**src/rtl/la_pkg.sv**
```systemverilog
package la_pkg;
  localparam int LINE_W     = 64;
  localparam int REG_W      = 32;
  localparam int LINE_BYTES = LINE_W / 8;
  localparam int OFF_W      = $clog2(LINE_BYTES);
  localparam int WIN_W      = 2 * LINE_W;

  typedef enum logic [1:0] {
    SZ_BYTE  = 2'd0,
    SZ_HALF  = 2'd1,
    SZ_WORD  = 2'd2,
    SZ_DWORD = 2'd3
  } size_e;

  // Bytes from offset onward, lowest address at bit 0.
  function automatic logic [LINE_W-1:0] win_pick(input logic [WIN_W-1:0] win,
                                                 input logic [OFF_W-1:0] off);
    logic [WIN_W-1:0] sh;
    sh = win >> {off, 3'b000};
    return sh[LINE_W-1:0];
  endfunction

  // Halfword needs bit 0 clear, word and doubleword need bits 1:0 clear.
  function automatic logic is_misaligned(input size_e sz, input logic [OFF_W-1:0] off);
    case (sz)
      SZ_BYTE: return 1'b0;
      SZ_HALF: return off[0];
      default: return |off[1:0];
    endcase
  endfunction
endpackage

```
**src/rtl/la_window.sv**
```systemverilog
module la_window
  import la_pkg::*;
(
  input  logic [LINE_W-1:0] line_lo,
  input  logic [LINE_W-1:0] line_hi,
  input  logic [OFF_W-1:0]  offset,
  output logic [LINE_W-1:0] raw
);
  logic [WIN_W-1:0] window;
  assign window = {line_hi, line_lo};
  assign raw    = win_pick(window, offset);
endmodule

```
**src/rtl/la_misalign.sv**
```systemverilog
module la_misalign
  import la_pkg::*;
(
  input  size_e            size,
  input  logic [OFF_W-1:0] offset,
  output logic             bad
);
  assign bad = is_misaligned(size, offset);
endmodule

```
**src/rtl/la_extend.sv**
```systemverilog
module la_extend
  import la_pkg::*;
(
  input  logic [LINE_W-1:0] raw,
  input  size_e             size,
  input  logic              unsigned_ld,
  output logic [REG_W-1:0]  res_lo,
  output logic [REG_W-1:0]  res_hi
);
  logic fill_b, fill_h;
  assign fill_b = ~unsigned_ld & raw[7];
  assign fill_h = ~unsigned_ld & raw[15];

  always_comb begin
    res_hi = '0;
    case (size)
      SZ_BYTE: res_lo = {{(REG_W-8){fill_b}}, raw[7:0]};
      SZ_HALF: res_lo = {{(REG_W-16){fill_h}}, raw[15:0]};
      SZ_WORD: res_lo = raw[REG_W-1:0];
      default: begin
        res_lo = raw[REG_W-1:0];
        res_hi = raw[LINE_W-1:REG_W];
      end
    endcase
  end
endmodule

```
**src/rtl/load_align_top.sv**
```systemverilog
module load_align_top
  import la_pkg::*;
#(
  parameter int ADDR_W = 32,
  parameter int TAG_W  = 5
) (
  input  logic              clk,
  input  logic              rst_n,
  input  logic              req_valid,
  input  logic [ADDR_W-1:0] req_addr,
  input  logic [1:0]        req_size,
  input  logic              req_unsigned,
  input  logic [TAG_W-1:0]  req_tag,
  input  logic [63:0]       mem_line_lo,
  input  logic [63:0]       mem_line_hi,
  output logic              rsp_valid,
  output logic              rsp_misalign,
  output logic [TAG_W-1:0]  rsp_tag,
  output logic [31:0]       rsp_lo,
  output logic [31:0]       rsp_hi
);
  size_e            size_w;
  logic [OFF_W-1:0] off_w;
  logic [LINE_W-1:0] raw_w;
  logic             mis_w;
  logic [REG_W-1:0] ext_lo_w, ext_hi_w;

  assign size_w = size_e'(req_size);
  assign off_w  = req_addr[OFF_W-1:0];

  la_window u_win (
    .line_lo(mem_line_lo), .line_hi(mem_line_hi), .offset(off_w), .raw(raw_w)
  );

  la_misalign u_mis (
    .size(size_w), .offset(off_w), .bad(mis_w)
  );

  la_extend u_ext (
    .raw(raw_w), .size(size_w), .unsigned_ld(req_unsigned),
    .res_lo(ext_lo_w), .res_hi(ext_hi_w)
  );

  always_ff @(posedge clk) begin
    if (!rst_n) begin
      rsp_valid    <= 1'b0;
      rsp_misalign <= 1'b0;
      rsp_tag      <= '0;
      rsp_lo       <= '0;
      rsp_hi       <= '0;
    end else begin
      rsp_valid <= req_valid;
      if (req_valid) begin
        rsp_misalign <= mis_w;
        rsp_tag      <= req_tag;
        rsp_lo       <= mis_w ? '0 : ext_lo_w;
        rsp_hi       <= mis_w ? '0 : ext_hi_w;
      end else begin
        rsp_misalign <= 1'b0;
        rsp_tag      <= '0;
        rsp_lo       <= '0;
        rsp_hi       <= '0;
      end
    end
  end

  AST_VALID_NEXT: assert property (@(posedge clk) disable iff (!rst_n)
    req_valid |=> rsp_valid) else $error("valid latency");
  AST_TAG_PASS: assert property (@(posedge clk) disable iff (!rst_n)
    req_valid |=> rsp_tag == $past(req_tag)) else $error("tag");
  AST_MIS_ZERO: assert property (@(posedge clk) disable iff (!rst_n)
    rsp_misalign |-> (rsp_lo == '0 && rsp_hi == '0)) else $error("mis data");
  AST_BYTE_NO_MIS: assert property (@(posedge clk) disable iff (!rst_n)
    (req_valid && req_size == 2'd0) |=> !rsp_misalign) else $error("byte");
  AST_NARROW_HI: assert property (@(posedge clk) disable iff (!rst_n)
    (req_valid && req_size != 2'd3) |=> rsp_hi == '0) else $error("hi");
  AST_IDLE_ZERO: assert property (@(posedge clk) disable iff (!rst_n)
    !req_valid |=> (!rsp_valid && !rsp_misalign && rsp_lo == '0 && rsp_hi == '0
                    && rsp_tag == '0)) else $error("idle");
endmodule

```
**config.mk**
```make
export PLATFORM = sky130hd
export DESIGN_NAME = load_align_top
export DESIGN_NICKNAME = d
export VERILOG_FILES = /design/src/rtl/la_pkg.sv /design/src/rtl/la_window.sv /design/src/rtl/la_misalign.sv /design/src/rtl/la_extend.sv /design/src/rtl/load_align_top.sv
export SDC_FILE = /design/constraint.sdc
export NUM_CORES = 1
export LEC_CHECK = 0
export ABC_AREA = 1
export BUFFER_PORTS_ARGS = -buffer_cell sky130_fd_sc_hd__clkbuf_2
export CAP_MARGIN = 20
export CORE_MARGIN = 2
export CORE_UTILIZATION = 47
export DETAILED_ROUTE_END_ITERATION = 7
export MAX_ROUTING_LAYER = met4
export PLACE_DENSITY = 0.83
export RECOVER_POWER = 50
export SYNTH_ARGS = -nofsm -noshare
export SYNTH_HDL_FRONTEND = slang
export SYNTH_SLANG_ARGS = --single-unit
```
**constraint.sdc**
```tcl
create_clock -name clk -period 1.4 [get_ports clk]
set_input_delay 0.14 -clock clk [delete_from_list [all_inputs] [get_ports clk]]
set_output_delay 0.14 -clock clk [all_outputs]
set_load 0.02 [all_outputs]
```
==> run_results.csv, run 1 <==
group,metric,value,unit
outcome,status,"finished clean",
sta,hold_ws,50.85,ps
sta,slew_viol_final,0,
routing,drt-pass1-iter-count,5,
logic_synthesis,synth_cell_types,25,
routing,vias,6492,
sta,hold_viol,0,
floorplan,ios,242,
clocking,clk_pin_slew,80,ps
pwr,p_sw,1.688,mW
worst_setup_path,worst_setup_path_start_kind,"input port",
pwr,p_leak,3.399,nW
global_route,grt_pass1_wl,26.68,mm
clocking,cts_resized,0,
sta,tns,0,ps
logic_synthesis,synth_area,4913,µm²
global_route,grt-ovfl-total,0,
routing,drc_errors,0,
worst_setup_path,worst-path-max-fanout,21,
clocking,h-tree-depth,3,
worst_setup_path,criticalPathCategory,"in -> reg",
pwr,seqPwrFrac,41.6,%
clocking,cts_buffers,9,
logic_synthesis,synth.most_common_cell,"nand2_1",
clocking,root_buffer,"clkbuf_8",
finish,design_area,6490,µm²
logic_synthesis,ys_ff_latch,71,
logic_synthesis,syn_nets,1020,
finish,nNetsFinal,1239,
sta,finalWorstSetupSlack,173.4,ps
worst_setup_path,required,1670,ps
pwr,max-vdd-ir-drop,0.0005018,V
sta,rsz0062_at_grt,"no",
routing,ant_nets,0,
worst_setup_path,crit_arrival,1500,ps
sta,min_period_over_period,87.62,%
pwr,power_density,767.1,nW/µm²
pwr,clockPowerShare,28.9,%
logic_synthesis,ys_top_cells_by_area,"nand2_1, dfxtp_1, nand3_1, o21ai_0, a21oi_1",
logic_synthesis,async_flop_share,0,%
floorplan,rows,37,
pwr,swShare,33.90,%
finish,layout-drive-gt1-share,21.92,%
logic_synthesis,yosys_warnings,0,
logic_synthesis,syn_avg_cell_area,5.787,µm²
floorplan,die-width,106.2,µm
floorplan,fp.coreArea,10230,µm²
worst_setup_path,end_kind,"flop",
logic_synthesis,synth_top_cell_by_area,"nand2_1",
sta,setup_viol,0,
floorplan,die_h,106.2,µm
place,place_area,6374,µm²
finish,n_antenna_cell,0,
sta,finalCriticalPeriod,1227,ps
pwr,comb_power_share,29.5,%
floorplan,initial_utilization,48.02,%
routing,post_drt_wl_per_cell,14.20,µm
logic_synthesis,synth-seq-area-share,28.93,%
clocking,clock-sinks,71,
sta,maxSlewHeadroom,71.28,%
logic_synthesis,synth_edf_count,0,
run,drv_cap,0,
sta,fmax,815.2,MHz
routing,wl,17.15,mm
pwr,p_int,3.291,mW
clocking,clock_path_buffers,2,
floorplan,dieArea,11290,µm²
pwr,p_total,4.979,mW
place,detailed_place_hpwl,13.11,mm
finish,syn2layout_area_growth,32.09,%
routing,drt_iter0_drc,430,
logic_synthesis,ys.flop_type,"dfxtp_1",
routing,routed_via_density,5.374,
clocking,cts_tree,"built",
place,io_buffers,204,
logic_synthesis,synthTopCellsByCount,"nand2_1, nand3_1, dfxtp_1, o21ai_0, a21oi_1",
sta,tightest_slew,430.9,ps
global_route,grt_max_degree,67,
finish,n_fill_cell,1057,
global_route,track_usage,30.42,%
place,routabilityCongestion,0.9558,
worst_hold_path,hp-class,"in -> reg",
global_route,antenna_found_initial,0,
logic_synthesis,synthCells,849,
logic_synthesis,synth.top_cell.area_share,29.56,%
global_route,grt_pass1_vias,5815,
place,place_ws,-66.92,ps
-- layout make-up --
class / count / area [µm²] / share of cell area, %
timing repair buffer: 274 / 1610 / 24.81
clock buffer: 11 / 131.4 / 2.024
multi-input combinational: 694 / 3063 / 47.19
tap: 136 / 170.2 / 2.622
sequential: 71 / 1421 / 21.90
inverter: 18 / 70.07 / 1.080
clock inverter: 4 / 23.77 / 0.3663
-- cells in the final DEF (no fill, tap or decap), types with 8 or more instances in the layout --
cell type	Yosys	final
clkbuf_2	0	145
o211ai_1	13	13
and2_1	8	8
buf_12	0	10
clkbuf_8	0	9
clkbuf_1	16	61
dfxtp_1	71	71
inv_1	16	16
nor2_1	22	22
o21ai_0	56	56
buf_4	10	54
nand3_1	132	132
nand2_1	387	387
a21oi_1	50	50
-- repair_timing --
action	4_1_cts	5_1_grt
hold buffers	5	0
setup buffers	0	0
hold endpoints to repair	5	0
-- state kept, by name (all words and copies together), names as in the netlist --
register,flops
rsp_lo,32
rsp_hi,32
rsp_tag,5
rsp_valid,1
rsp_misalign,1
-- stage by stage --
stage	cells	util, %
floorplan	849	-
global placement	1188	62.30
detailed placement	1188	62.30
CTS	1208	64.30
global route	1208	63.43
finish	1208	63.43
-- worst paths after layout --
check,cells after the start,end,slack (ps),startpoint
setup / recovery,7,rsp_hi[8],170,req_addr[1]
hold / removal,3,rsp_valid,50,rst_n
-- power groups by stage --
stage	Clock, mW	Sequential [mW]	Combinational (mW)
2_1_floorplan	0	2.17	0.819
3_3_place_gp	0	2.12	1.44
3_5_place_dp	0	2.12	1.45
4_1_cts	1.45	2.07	1.47
5_1_grt	1.53	2.07	1.63
6_report	1.44	2.07	1.47
-- routing by layer --
layer | up-vias | part of all wire (%) | GRT usage (%)
met2 | 283 | 50 | 53.66
met4 | 0 | 3.2 | 11.94
li1 | 3206 | - | -
met5 | - | 0 | -
met3 | 47 | 7.8 | 5.886
met1 | 2956 | 39 | 33.80
-- kinds of logic after synthesis --
group	count (synthesis)	share of synthesized area [%]
buffers and inverters	84	8.734
muxes	5	1.019
DFF	71	28.93
and+or+nand+nor	565	47.75
AOI/OAI and AO/OA	124	13.57
-- critical path, stage by stage --
cell and delay [ps]:
clkbuf_2 150, inv_1 290, nand4_1 190, nor2_1 190, inv_1 60, clkbuf_4 260, a21oi_1 210
Note: power is estimated with default switching activity, not from simulation.
==> inputs of run 2 (changes only) <==
- ABC_AREA: 1 -> not set
- ABC_CLOCK_PERIOD_IN_PS: not set -> 1400
- MAX_ROUTING_LAYER: met4 -> not set
==> run 2 against run 1 <==
Net effect: worst setup slack worse by 52 ps; critical path depth down 1; via count down 33%; final cell count down 35%; worst hold slack worse by 14 ps; sequential power about the same; utilization up 2.5 points.
==> run_results.csv, run 2 <==
group,metric,value,unit
logic_synthesis,synthTopCellsByCount,"mux2i_1, dfxtp_1, mux4_2, nor2_1, nand2_1",
pwr,swShare,29.48,%
logic_synthesis,synth_top_cell_by_area,"dfxtp_1",
worst_hold_path,hp-start,"req_tag[0]",
finish,syn2layout_area_growth,35.64,%
place,detailed_place_hpwl,11.69,mm
logic_synthesis,syn_nets,568,
logic_synthesis,ys_ff_latch,71,
clocking,cts_buffers,9,
clocking,cts_resized,0,
finish,design_area,6476,µm²
floorplan,fp.coreArea,9819,µm²
logic_synthesis,ys.flop_type,"dfxtp_1",
logic_synthesis,async_flop_share,0,%
pwr,max-vdd-ir-drop,0.0004509,V
finish,layout_common_cells,"clkbuf_2, mux2i_1, dfxtp_1",
clocking,h-tree-depth,3,
pwr,seqPwrFrac,39.6,%
floorplan,die-width,104.8,µm
routing,routed_via_density,5.597,
finish,layout-drive-gt1-share,45.13,%
place,place_area,6369,µm²
logic_synthesis,ys_top_cells_by_area,"dfxtp_1, mux4_2, mux2i_1, nor2_1, o211ai_2",
routing,post_drt_wl_per_cell,18.47,µm
clocking,clock-sinks,71,
routing,wl,14.41,mm
clocking,clk_pin_slew,70,ps
clocking,clock_path_buffers,2,
pwr,comb_power_share,29.7,%
worst_setup_path,max_stage_delay,430,ps
sta,fmax,781.8,MHz
logic_synthesis,synth_edf_count,0,
sta,finalCriticalPeriod,1279,ps
clocking,holdBufCountCts,0,
finish,n_antenna_cell,0,
worst_setup_path,crit_chain,"buf_6 > buf_4 > buf_4 > mux2i_1 > mux4_2 > o211ai_2",
floorplan,dieArea,10980,µm²
finish,nNetsFinal,813,
clocking,cts_tree,"built",
logic_synthesis,yosys_warnings,0,
place,routabilityCongestion,0.8760,
global_route,track_usage,26.95,%
sta,hold_ws,37.03,ps
global_route,grt-ovfl-total,0,
place,io_buffers,204,
sta,min_period_over_period,91.37,%
routing,drc_errors,0,
worst_setup_path,crit_arrival,1500,ps
logic_synthesis,synthCells,397,
global_route,antenna_found_initial,0,
worst_setup_path,crit_top_cell,"buf_4",
finish,finalCoreUtilization,65.95,%
worst_setup_path,criticalPathCategory,"in -> reg",
finish,n_fill_cell,822,
routing,vias,4366,
floorplan,ios,242,
global_route,grt_pass1_wl,23.34,mm
run,drv_cap,0,
worst_setup_path,required,1630,ps
clocking,postCtsSetupRepairBufs,0,
sta,rsz0062_at_grt,"no",
floorplan,rows,36,
clocking,root_buffer,"clkbuf_8",
logic_synthesis,synth.most_common_cell,"mux2i_1",
global_route,grt_pass1_vias,4675,
finish,layout_commonest_cell,"clkbuf_2",
logic_synthesis,synth_cell_types,33,
outcome,status,"finished clean",
worst_setup_path,slowest_stage,"mux2i_1",
pwr,p_sw,1.554,mW
sta,slew_viol_final,0,
sta,tightest_slew,743.6,ps
routing,ant_nets,0,
pwr,power_density,813.8,nW/µm²
routing,drt-pass1-iter-count,4,
logic_synthesis,synth_area,4775,µm²
worst_setup_path,worst-path-max-fanout,10,
global_route,grt_max_degree,26,
routing,drt_iter0_drc,247,
pwr,clockPowerShare,30.7,%
floorplan,initial_utilization,48.62,%
worst_setup_path,end_kind,"flop",
sta,hold_viol,0,
worst_hold_path,hp-class,"in -> reg",
sta,maxSlewHeadroom,50.24,%
pwr,p_int,3.717,mW
finish,top_regs,"rsp_hi x32, rsp_lo x32, rsp_tag x5",
logic_synthesis,synth.top_cell.area_share,29.77,%
worst_setup_path,worst_setup_path_start_kind,"input port",
worst_hold_path,min_delay_path_depth,2,
sta,setup_viol,0,
worst_hold_path,holdPathEnd,"rsp_tag[0]",
logic_synthesis,syn_avg_cell_area,12.03,µm²
logic_synthesis,synth-seq-area-share,29.77,%
floorplan,die_h,104.8,µm
pwr,p_leak,3.034,nW
## run 2: worst max-delay path by stage
stage | end | slack (ps) | cells past startpoint | from
CTS | rsp_lo[16] | 140 | 5 | req_addr[0]
finish | rsp_lo[24] | 120 | 6 | req_addr[0]
floorplan | rsp_lo[22] | -100 | 6 | req_addr[0]
global placement | rsp_lo[30] | -170 | 5 | req_addr[0]
detailed placement | rsp_lo[16] | -230 | 5 | req_addr[0]
global route | rsp_lo[26] | 30 | 6 | req_addr[0]
## run 2: critical path, delay by kind of cell
| family | cells | cell delay (ps) |
|---|---|---|
| AO/OA/AOI/OAI | 1 | 80 |
| multiplexers | 2 | 800 |
| buffers and inverters | 3 | 480 |
## run 2: per-layer routing
| layer | vias to the layer above | routed length (µm) | GRT usage [%] | part of all wire, % |
|---|---|---|---|---|
| met2 | 197 | 7297 | 47.03 | 51 |
| met1 | 2108 | 6023 | 33.57 | 42 |
| met3 | 22 | 844 | 4.616 | 5.9 |
| met4 | 0 | 240 | 9.524 | 1.7 |
| li1 | 2039 | - | - | - |
| met5 | - | 0 | 0 | 0 |
## run 2: cells by family (layout without fill, tap and decap cells)
family / Yosys count / in the layout / synth area share (%)
compound gates: 35 / 35 / 6.210
buf+inv: 37 / 287 / 5.188
flops: 71 / 71 / 29.77
mux: 171 / 171 / 50.71
simple gates: 83 / 83 / 8.124
## run 2: area by class of cell
type                            instances  area (µm²)  area share (%)
Multi-Input combinational cell        289        3112           48.05
Timing Repair Buffer                  270        1584           24.46
Sequential cell                        71        1421           21.95
Tap cell                              133       166.4           2.570
Clock buffer                           10       127.6           1.971
Clock inverter                          6       61.31          0.9467
Inverter                                1       3.754         0.05796
## run 2: power by group through the flow
stage,Clock (mW),Sequential (mW),Combinational (mW)
finish,1.62,2.08,1.57
global route,1.72,2.09,1.68
detailed placement,0,2.13,1.57
floorplan,0,2.19,0.891
global placement,0,2.13,1.52
CTS,1.64,2.08,1.57
## run 2: metrics by stage
stage | power [mW] | cells | setup TNS (ps) | setup slack [ps]
2_1_floorplan | 3.082 | 397 | -995.0 | -99.51
3_3_place_gp | 3.649 | 764 | -5221 | -165.4
3_5_place_dp | 3.700 | 764 | -7367 | -227.5
4_1_cts | 5.304 | 780 | 0 | 142.4
5_1_grt | 5.492 | 780 | 0 | 32.52
6_report | 5.271 | 780 | 0 | 120.9
